File: config.mk
export PLATFORM = sky130hd
export DESIGN_NAME = bus_iso_sequencer
export DESIGN_NICKNAME = d
export VERILOG_FILES = /design/src/rtl/bus_iso_pkg.sv /design/src/rtl/bus_iso_stage_pick.sv /design/src/rtl/bus_iso_xfer.sv /design/src/rtl/bus_iso_ack_timer.sv /design/src/rtl/bus_iso_sequencer.sv
export SDC_FILE = /design/constraint.sdc
export NUM_CORES = 1
export LEC_CHECK = 0
export BUFFER_PORTS_ARGS = -buffer_cell sky130_fd_sc_hd__buf_4
export CELL_PAD_IN_SITES_DETAIL_PLACEMENT = 1
export CELL_PAD_IN_SITES_GLOBAL_PLACEMENT = 1
export CORE_ASPECT_RATIO = 0.9
export CORE_MARGIN = 1
export CORE_UTILIZATION = 34
export CTS_CLUSTER_SIZE = 14
export DETAILED_ROUTE_END_ITERATION = 10
export PLACE_DENSITY = 0.82
export REMOVE_ABC_BUFFERS = 1
export SLEW_MARGIN = 20
export SYNTH_ARGS = -nofsm -noshare
export SYNTH_HDL_FRONTEND = slang
export SYNTH_SLANG_ARGS = --single-unit
File: constraint.sdc
create_clock -name clk -period 3.02 [get_ports clk]
set_clock_uncertainty 0.2 [all_clocks]
set_input_delay 0.604 -clock clk [delete_from_list [all_inputs] [get_ports clk]]
set_output_delay 0.604 -clock clk [all_outputs]
set_load 0.02 [all_outputs]
File: src/rtl/bus_iso_pkg.sv
package bus_iso_pkg;

    typedef enum logic [1:0] {
        SEQ_IDLE,
        SEQ_LOAD,
        SEQ_WRITE,
        SEQ_WAIT
    } seq_state_e;

    typedef struct packed {
        logic invert;
        logic alt_src;
        logic skip_clr_ack;
        logic merge;
    } stage_flags_t;

    // Engaging means set, unless the stage is inverted.
    function automatic logic op_is_set(input logic engage, input logic invert);
        return engage ^ invert;
    endfunction

    // True when the acknowledge expects every masked status bit high.
    function automatic logic expect_full(input logic is_set, input logic alt_src);
        return is_set | alt_src;
    endfunction

endpackage

File: src/rtl/bus_iso_stage_pick.sv
module bus_iso_stage_pick
    import bus_iso_pkg::*;
#(
    parameter int unsigned N_STAGES = 4,
    parameter int unsigned MASK_W   = 8,
    parameter int unsigned IDX_W    = 2
) (
    input  logic [N_STAGES*MASK_W-1:0] cfg_wmask,
    input  logic [N_STAGES*MASK_W-1:0] cfg_smask,
    input  logic [N_STAGES-1:0]        cfg_invert,
    input  logic [N_STAGES-1:0]        cfg_alt_src,
    input  logic [N_STAGES-1:0]        cfg_skip_clr_ack,
    input  logic [N_STAGES-1:0]        cfg_merge,
    input  logic [N_STAGES*MASK_W-1:0] sta_main,
    input  logic [N_STAGES*MASK_W-1:0] sta_alt,
    input  logic [IDX_W-1:0]           sel_idx,
    input  logic                       sel_alt,
    output logic [MASK_W-1:0]          pick_wmask,
    output logic [MASK_W-1:0]          pick_smask,
    output stage_flags_t               pick_flags,
    output logic [MASK_W-1:0]          pick_sta
);

    logic [MASK_W-1:0] wm_arr  [N_STAGES];
    logic [MASK_W-1:0] sm_arr  [N_STAGES];
    logic [MASK_W-1:0] sta_arr [N_STAGES];
    stage_flags_t      fl_arr  [N_STAGES];

    for (genvar g = 0; g < N_STAGES; g++) begin : g_unpack
        assign wm_arr[g]  = cfg_wmask[g*MASK_W +: MASK_W];
        assign sm_arr[g]  = cfg_smask[g*MASK_W +: MASK_W];
        assign sta_arr[g] = sel_alt ? sta_alt[g*MASK_W +: MASK_W]
                                    : sta_main[g*MASK_W +: MASK_W];
        assign fl_arr[g]  = '{invert:       cfg_invert[g],
                              alt_src:      cfg_alt_src[g],
                              skip_clr_ack: cfg_skip_clr_ack[g],
                              merge:        cfg_merge[g]};
    end

    always_comb begin
        pick_wmask = '0;
        pick_smask = '0;
        pick_sta   = '0;
        pick_flags = '0;
        for (int i = 0; i < N_STAGES; i++) begin
            if (IDX_W'(i) == sel_idx) begin
                pick_wmask = wm_arr[i];
                pick_smask = sm_arr[i];
                pick_sta   = sta_arr[i];
                pick_flags = fl_arr[i];
            end
        end
    end

endmodule

File: src/rtl/bus_iso_xfer.sv
module bus_iso_xfer
    import bus_iso_pkg::*;
#(
    parameter int unsigned MASK_W = 8
) (
    input  logic [MASK_W-1:0] wmask,
    input  logic [MASK_W-1:0] smask,
    input  logic [MASK_W-1:0] sta,
    input  logic              is_set,
    input  logic              alt_src,
    input  logic              merge,
    output logic [MASK_W-1:0] wr_data,
    output logic [MASK_W-1:0] wr_ben,
    output logic              ack_ok
);

    logic [MASK_W-1:0] masked;
    logic              want_full;

    assign masked    = sta & smask;
    assign want_full = expect_full(is_set, alt_src);
    assign ack_ok    = want_full ? (masked == smask) : (masked == '0);

    // Merge: touch only the mask bits. Whole-register: the mask is the value.
    assign wr_ben  = merge ? wmask : '1;
    assign wr_data = (merge && !is_set) ? '0 : wmask;

endmodule

File: src/rtl/bus_iso_ack_timer.sv
module bus_iso_ack_timer #(
    parameter int unsigned POLL_CYCLES = 2000,
    parameter int unsigned MAX_POLLS   = 100000
) (
    input  logic clk,
    input  logic rst,
    input  logic arm,
    input  logic run,
    output logic tick,
    output logic last
);

    localparam int unsigned CNT_W  = (POLL_CYCLES > 1) ? $clog2(POLL_CYCLES) : 1;
    localparam int unsigned POLL_W = (MAX_POLLS > 1) ? $clog2(MAX_POLLS) : 1;
    localparam logic [CNT_W-1:0]  CNT_LAST  = CNT_W'(POLL_CYCLES - 1);
    localparam logic [POLL_W-1:0] POLL_LAST = POLL_W'(MAX_POLLS - 1);

    logic [CNT_W-1:0]  cnt_q;
    logic [POLL_W-1:0] polls_q;

    assign tick = run && (cnt_q == CNT_LAST);
    assign last = (polls_q == POLL_LAST);

    always_ff @(posedge clk) begin
        if (rst || arm) begin
            cnt_q   <= '0;
            polls_q <= '0;
        end else if (run) begin
            if (tick) begin
                cnt_q <= '0;
                if (!last) polls_q <= polls_q + 1'b1;
            end else begin
                cnt_q <= cnt_q + 1'b1;
            end
        end
    end

    if (POLL_CYCLES > 1) begin : g_gap_chk
        // samples are spaced by the poll interval
        assert_tick_gap_R8: assert property (@(posedge clk) disable iff (rst)
            tick |=> !tick);
    end

endmodule

File: src/rtl/bus_iso_sequencer.sv
module bus_iso_sequencer
    import bus_iso_pkg::*;
#(
    parameter int unsigned N_STAGES    = 4,
    parameter int unsigned MASK_W      = 8,
    parameter int unsigned POLL_CYCLES = 2000,
    parameter int unsigned MAX_POLLS   = 100000,
    localparam int unsigned IDX_W      = (N_STAGES > 1) ? $clog2(N_STAGES) : 1
) (
    input  logic                       clk,
    input  logic                       rst,
    input  logic                       req_engage,
    input  logic                       req_release,
    input  logic [N_STAGES*MASK_W-1:0] cfg_wmask,
    input  logic [N_STAGES*MASK_W-1:0] cfg_smask,
    input  logic [N_STAGES-1:0]        cfg_invert,
    input  logic [N_STAGES-1:0]        cfg_alt_src,
    input  logic [N_STAGES-1:0]        cfg_skip_clr_ack,
    input  logic [N_STAGES-1:0]        cfg_merge,
    input  logic [N_STAGES*MASK_W-1:0] sta_main,
    input  logic [N_STAGES*MASK_W-1:0] sta_alt,
    output logic                       wr_en,
    output logic [IDX_W-1:0]           wr_stage,
    output logic                       wr_to_set,
    output logic [MASK_W-1:0]          wr_data,
    output logic [MASK_W-1:0]          wr_ben,
    output logic                       busy,
    output logic                       done,
    output logic                       err,
    output logic [IDX_W-1:0]           err_stage
);

    localparam logic [IDX_W-1:0] IDX_LOW  = '0;
    localparam logic [IDX_W-1:0] IDX_HIGH = IDX_W'(N_STAGES - 1);

    seq_state_e        state_q;
    logic              dir_eng_q;
    logic [IDX_W-1:0]  idx_q;
    logic [MASK_W-1:0] wmask_q;
    logic [MASK_W-1:0] smask_q;
    stage_flags_t      flags_q;
    logic              is_set_q;
    logic              done_q;
    logic              err_q;
    logic [IDX_W-1:0]  err_stage_q;

    logic [MASK_W-1:0] cur_wmask;
    logic [MASK_W-1:0] cur_smask;
    logic [MASK_W-1:0] cur_sta;
    stage_flags_t      cur_flags;
    logic              ack_ok;
    logic              poll_tick;
    logic              poll_last;
    logic              walk_end;
    logic [IDX_W-1:0]  idx_step;

    bus_iso_stage_pick #(
        .N_STAGES(N_STAGES),
        .MASK_W  (MASK_W),
        .IDX_W   (IDX_W)
    ) u_pick (
        .cfg_wmask       (cfg_wmask),
        .cfg_smask       (cfg_smask),
        .cfg_invert      (cfg_invert),
        .cfg_alt_src     (cfg_alt_src),
        .cfg_skip_clr_ack(cfg_skip_clr_ack),
        .cfg_merge       (cfg_merge),
        .sta_main        (sta_main),
        .sta_alt         (sta_alt),
        .sel_idx         (idx_q),
        .sel_alt         (flags_q.alt_src),
        .pick_wmask      (cur_wmask),
        .pick_smask      (cur_smask),
        .pick_flags      (cur_flags),
        .pick_sta        (cur_sta)
    );

    bus_iso_xfer #(
        .MASK_W(MASK_W)
    ) u_xfer (
        .wmask  (wmask_q),
        .smask  (smask_q),
        .sta    (cur_sta),
        .is_set (is_set_q),
        .alt_src(flags_q.alt_src),
        .merge  (flags_q.merge),
        .wr_data(wr_data),
        .wr_ben (wr_ben),
        .ack_ok (ack_ok)
    );

    bus_iso_ack_timer #(
        .POLL_CYCLES(POLL_CYCLES),
        .MAX_POLLS  (MAX_POLLS)
    ) u_timer (
        .clk (clk),
        .rst (rst),
        .arm (state_q == SEQ_WRITE),
        .run (state_q == SEQ_WAIT),
        .tick(poll_tick),
        .last(poll_last)
    );

    assign walk_end = dir_eng_q ? (idx_q == IDX_HIGH) : (idx_q == IDX_LOW);
    assign idx_step = dir_eng_q ? idx_q + 1'b1 : idx_q - 1'b1;

    always_ff @(posedge clk) begin
        if (rst) begin
            state_q     <= SEQ_IDLE;
            dir_eng_q   <= 1'b0;
            idx_q       <= '0;
            wmask_q     <= '0;
            smask_q     <= '0;
            flags_q     <= '0;
            is_set_q    <= 1'b0;
            done_q      <= 1'b0;
            err_q       <= 1'b0;
            err_stage_q <= '0;
        end else begin
            done_q <= 1'b0;
            err_q  <= 1'b0;
            unique case (state_q)
                SEQ_IDLE: begin
                    if (req_engage || req_release) begin
                        dir_eng_q <= req_engage;
                        idx_q     <= req_engage ? IDX_LOW : IDX_HIGH;
                        state_q   <= SEQ_LOAD;
                    end
                end
                SEQ_LOAD: begin
                    if (cur_wmask == '0) begin
                        if (dir_eng_q || idx_q == IDX_LOW) begin
                            done_q  <= 1'b1;
                            state_q <= SEQ_IDLE;
                        end else begin
                            idx_q <= idx_q - 1'b1;
                        end
                    end else begin
                        wmask_q  <= cur_wmask;
                        smask_q  <= cur_smask;
                        flags_q  <= cur_flags;
                        is_set_q <= op_is_set(dir_eng_q, cur_flags.invert);
                        state_q  <= SEQ_WRITE;
                    end
                end
                SEQ_WRITE: begin
                    if (!is_set_q && flags_q.skip_clr_ack) begin
                        if (walk_end) begin
                            done_q  <= 1'b1;
                            state_q <= SEQ_IDLE;
                        end else begin
                            idx_q   <= idx_step;
                            state_q <= SEQ_LOAD;
                        end
                    end else begin
                        state_q <= SEQ_WAIT;
                    end
                end
                SEQ_WAIT: begin
                    if (poll_tick) begin
                        if (ack_ok) begin
                            if (walk_end) begin
                                done_q  <= 1'b1;
                                state_q <= SEQ_IDLE;
                            end else begin
                                idx_q   <= idx_step;
                                state_q <= SEQ_LOAD;
                            end
                        end else if (poll_last) begin
                            err_q       <= 1'b1;
                            err_stage_q <= idx_q;
                            state_q     <= SEQ_IDLE;
                        end
                    end
                end
                default: state_q <= SEQ_IDLE;
            endcase
        end
    end

    assign wr_en     = (state_q == SEQ_WRITE);
    assign wr_stage  = idx_q;
    assign wr_to_set = is_set_q;
    assign busy      = (state_q != SEQ_IDLE);
    assign done      = done_q;
    assign err       = err_q;
    assign err_stage = err_stage_q;

    // a walk never ends both ways at once
    assert_end_excl_R10: assert property (@(posedge clk) disable iff (rst)
        !(done && err));

    // busy only drops together with an end pulse
    assert_busy_drop_R10: assert property (@(posedge clk) disable iff (rst)
        $fell(busy) |-> (done || err));

    // every write is followed by a non-write cycle
    assert_single_write_R1: assert property (@(posedge clk) disable iff (rst)
        wr_en |=> !wr_en);

    // the first busy cycle carries no write
    assert_load_first_R1: assert property (@(posedge clk) disable iff (rst)
        $rose(busy) |-> !wr_en);

    // the failure index moves only with an error pulse
    assert_errstage_hold_R8: assert property (@(posedge clk) disable iff (rst)
        !$stable(err_stage) |-> err);

endmodule

==> results_dict.tcl <==
set metrics [dict create \
    slew_violations 0 \
    drt_iter0_drc 176 \
    critPathMaxFanout 8 \
    yosysTopAreaCell "dfxtp_1" \
    leakage_nw 2.53 \
    tightest_slew_ns 0.640 \
    power.density_nw_per_um2 831 \
    start_util_pct 35.3 \
    numClockSinks 57 \
    vias 4803 \
    critPathLaunchType "register" \
    syn_area_um2 4070 \
    fin_worst_hold_slack_ns 0.266 \
    areaGrowthSynthToFinish_pct 52.3 \
    hold_path.class "reg -> reg" \
    wl_per_cell_um 19.9 \
    place_area_um2 5640 \
    worstHoldPathCells 2 \
    synth-adder-area-share_pct 1.85 \
    yosys.area.top_type_share_pct 28.1 \
    coreArea_um2 11500 \
    finalCriticalPeriod_ns 3.02 \
    netlist_instances 512 \
    worst-path-buf-inv 4 \
    path_cells "inv_4, ha_4, or3b_4, a222oi_1, o22ai_1, nor4_4, buf_4, or2_4, buf_8, buf_12, nor2_1, a211oi_2" \
    hold_viol_final 0 \
    reg2reg_to "wmask_q[2]$_SDFFE_PP0P_" \
    yosysSeqAreaShare_pct 28.1 \
    clkTransAtPathRegs_ns 0.06 \
    dp_hpwl_um 12700 \
    fmax_ghz 0.332 \
    routed_wirelength_um 17200 \
    cp_top_family "simple AND/OR/NAND/NOR gates" \
    postLayoutCoreUtil_pct 53.7 \
    setup_violations 0 \
    ys.flop_type "dfxtp_1" \
    synth-xor-area-share_pct 4.96 \
    clock-root-buffer "clkbuf_16" \
    outcome "complete, no violations" \
    clock_path_buffers 2 \
    vdd_drop_max_mv 0.392 \
    yosysWarnings 0 \
    die-area_um2 12400 \
    vias_per_cell 5.55 \
    final_cell_mix "buf_4 (210), nor2_1 (57), dfxtp_1 (54)" \
    grt_pass1_wl_um 25300 \
    firstDrtPassIters 4 \
    final_common_cell "buf_4" \
    dp_cells 839 \
    cts_tree "built" \
    ant_nets 0 \
    cpPeakStageDelay_ns 0.43 \
    met2_usage_pct 46.7 \
    top_usage_layer "met2" \
    total_power_mw 5.15 \
    antennaDiodeCount 0 \
    synth_edf_count 0 \
    grt_max_degree 32 \
    clk_latency_ns 0.34 \
    synth.area.mux_share_pct 9.39 \
    grtUsageMet3_pct 5.58 \
    synth_cell_types 67 \
    antenna_found_initial 0 \
    hold_end "wmask_q[5]$_SDFFE_PP0P_" \
    gp_congestion 0.910 \
    synth_compound_area_share_pct 24.2 \
    die_h_um 106 \
    path_class "reg -> reg" \
    cts_buffers 9 \
    nets 858 \
    hold_buffers 0 \
    synth_top_family_by_area "simple AND/OR/NAND/NOR gates" \
    ys_ff_latch 57 \
    met1_usage_pct 31.5 \
    period_share_pct 99.9 \
    die_w_um 117 \
    required_ns 3.07 \
    synthSimpleGateAreaFrac_pct 25.5 \
    stdcell_count 865 \
    rows 37 \
    postLayoutCellArea_um2 6190 \
    dp_slack_ns -0.0936 \
    io_buffers 172 \
    r2r_start "wr_stage[0]$_SDFFE_PP0P_" \
    maxCapViolations 0 \
    grt_overflow 0 \
    max_slew_margin_pct 57.3 \
    pin_count 173 \
    hp-start "wmask_q[5]$_SDFFE_PP0P_" \
    grt_usage_pct 26.6 \
    grt_pass1_vias 5062 \
    regToRegSetupSlack_ns 0.003 \
    finalSetupTns_ns 0 \
    critPathSlowestCell "a222oi_1" \
    async_flop_share_pct 0 \
    layout-drive-gt1-share_pct 36.8 \
    drc 0 \
    syn_avg_cell_area_um2 7.94 \
    critPathArrivalTime_ns 3.07 \
    synth_area_leaders "dfxtp_1 (28%), mux2i_1 (9.1%), nor2_1 (5.4%)" \
    crit_path_end_kind "register" \
    crit_start "wr_stage[0]$_SDFFE_PP0P_" \
    cts.htree.levels 3 \
    fin_ws_ns 0.00349 \
    reg2regPathDepth 12 \
]
[worst min-delay path, stage by stage, from the launching register on]
cell,delay [ns]
dfxtp_1,0.31
nand2_1,0.05
a21oi_1,0.05
[cells by family (layout without fill, tap and decap cells)]
family | after synthesis | count (layout)
AO/OA/AOI/OAI | 136 | 136
XOR/XNOR | 23 | 23
adder cells (fa/ha/maj) | 6 | 6
buffers and inverters | 51 | 247
flip-flops | 57 | 57
multiplexers | 38 | 38
AND/OR/NAND/NOR | 201 | 202
[Yosys cell counts (2+ instances only)]
cell and n:
o22a_1 3, nand2_1 42, o21ai_0 27, o32ai_1 5, a21oi_1 19, o211ai_1 10
a311oi_1 2, nor4bb_1 2, a211oi_1 12, o221ai_1 2, buf_4 6, o2111ai_1 2
mux2i_1 37, a221oi_1 4, o31ai_1 2, nor2_1 58, or2_1 2, nor2b_1 6
clkbuf_1 18, nand3_1 14, ha_1 6, a22oi_1 6, xor2_1 15, a222oi_1 2
dfxtp_1 57, and3b_1 3, o22ai_1 12, or3_1 11, buf_6 3, xnor2_1 8
nor4_2 2, nand2b_1 18, nand4_1 8, or3b_1 2, a221o_1 13, nor3_1 7
and3_4 2, and3_1 5, buf_2 6, and2_1 12, inv_1 15
[sequential cells by signal, indices dropped and copies added, names as in the netlist, 2 cells and up]
name,count
wr_stage,2
state_q,2
smask_q,8
wmask_q,8
u_timer.polls_q,17
u_timer.cnt_q,11
err_stage,2
flags_q,3
[metal layers]
| layer | vias to the layer above | part of all wire, % |
|---|---|---|
| met1 | 2329 | 41 |
| met4 | 0 | 2.7 |
| met3 | 38 | 6.5 |
| li1 | 2270 | - |
| met2 | 166 | 50 |
| met5 | - | 0 |
[layout make-up]
class                           count  area, um2
Fill cell                        1384       5340
Multi-Input combinational cell    405       2790
Timing Repair Buffer              215       1660
Sequential cell                    57       1150
Clock buffer                       12        256
Tap cell                          156        195
Clock inverter                      4       75.1
Inverter                           16       62.6
[how the worst max path moves through the flow]
stage	endpoint	slack (ns)	cells after the start
final	wmask_q[2]$_SDFFE_PP0P_	0.003	12
after global routing	wmask_q[2]$_SDFFE_PP0P_	-0.12	12
after CTS	wmask_q[6]$_SDFFE_PP0P_	0.002	12
after detailed placement	state_q[0]$_SDFFE_PP0P_	-0.09	10
after global placement	state_q[0]$_SDFFE_PP0P_	-0.04	9
after floorplan	wr_stage[1]$_SDFFE_PP0P_	-0.71	9
[what timing repair did]
action                     in CTS  in global routing
pin swaps                       6                  9
setup endpoints to repair      18                 28
cloned                          0                  1
buffers inserted                5                  5
resized for setup              17                 16
[report_power, final]
| group | internal [mW] | switching, mW |
|---|---|---|
| Sequential | 0.896 | 0.173 |
| Combinational | 1.33 | 1.59 |
| Clock | 0.767 | 0.384 |
| Total | 3.00 | 2.15 |
(Power assumes the default switching activity.)
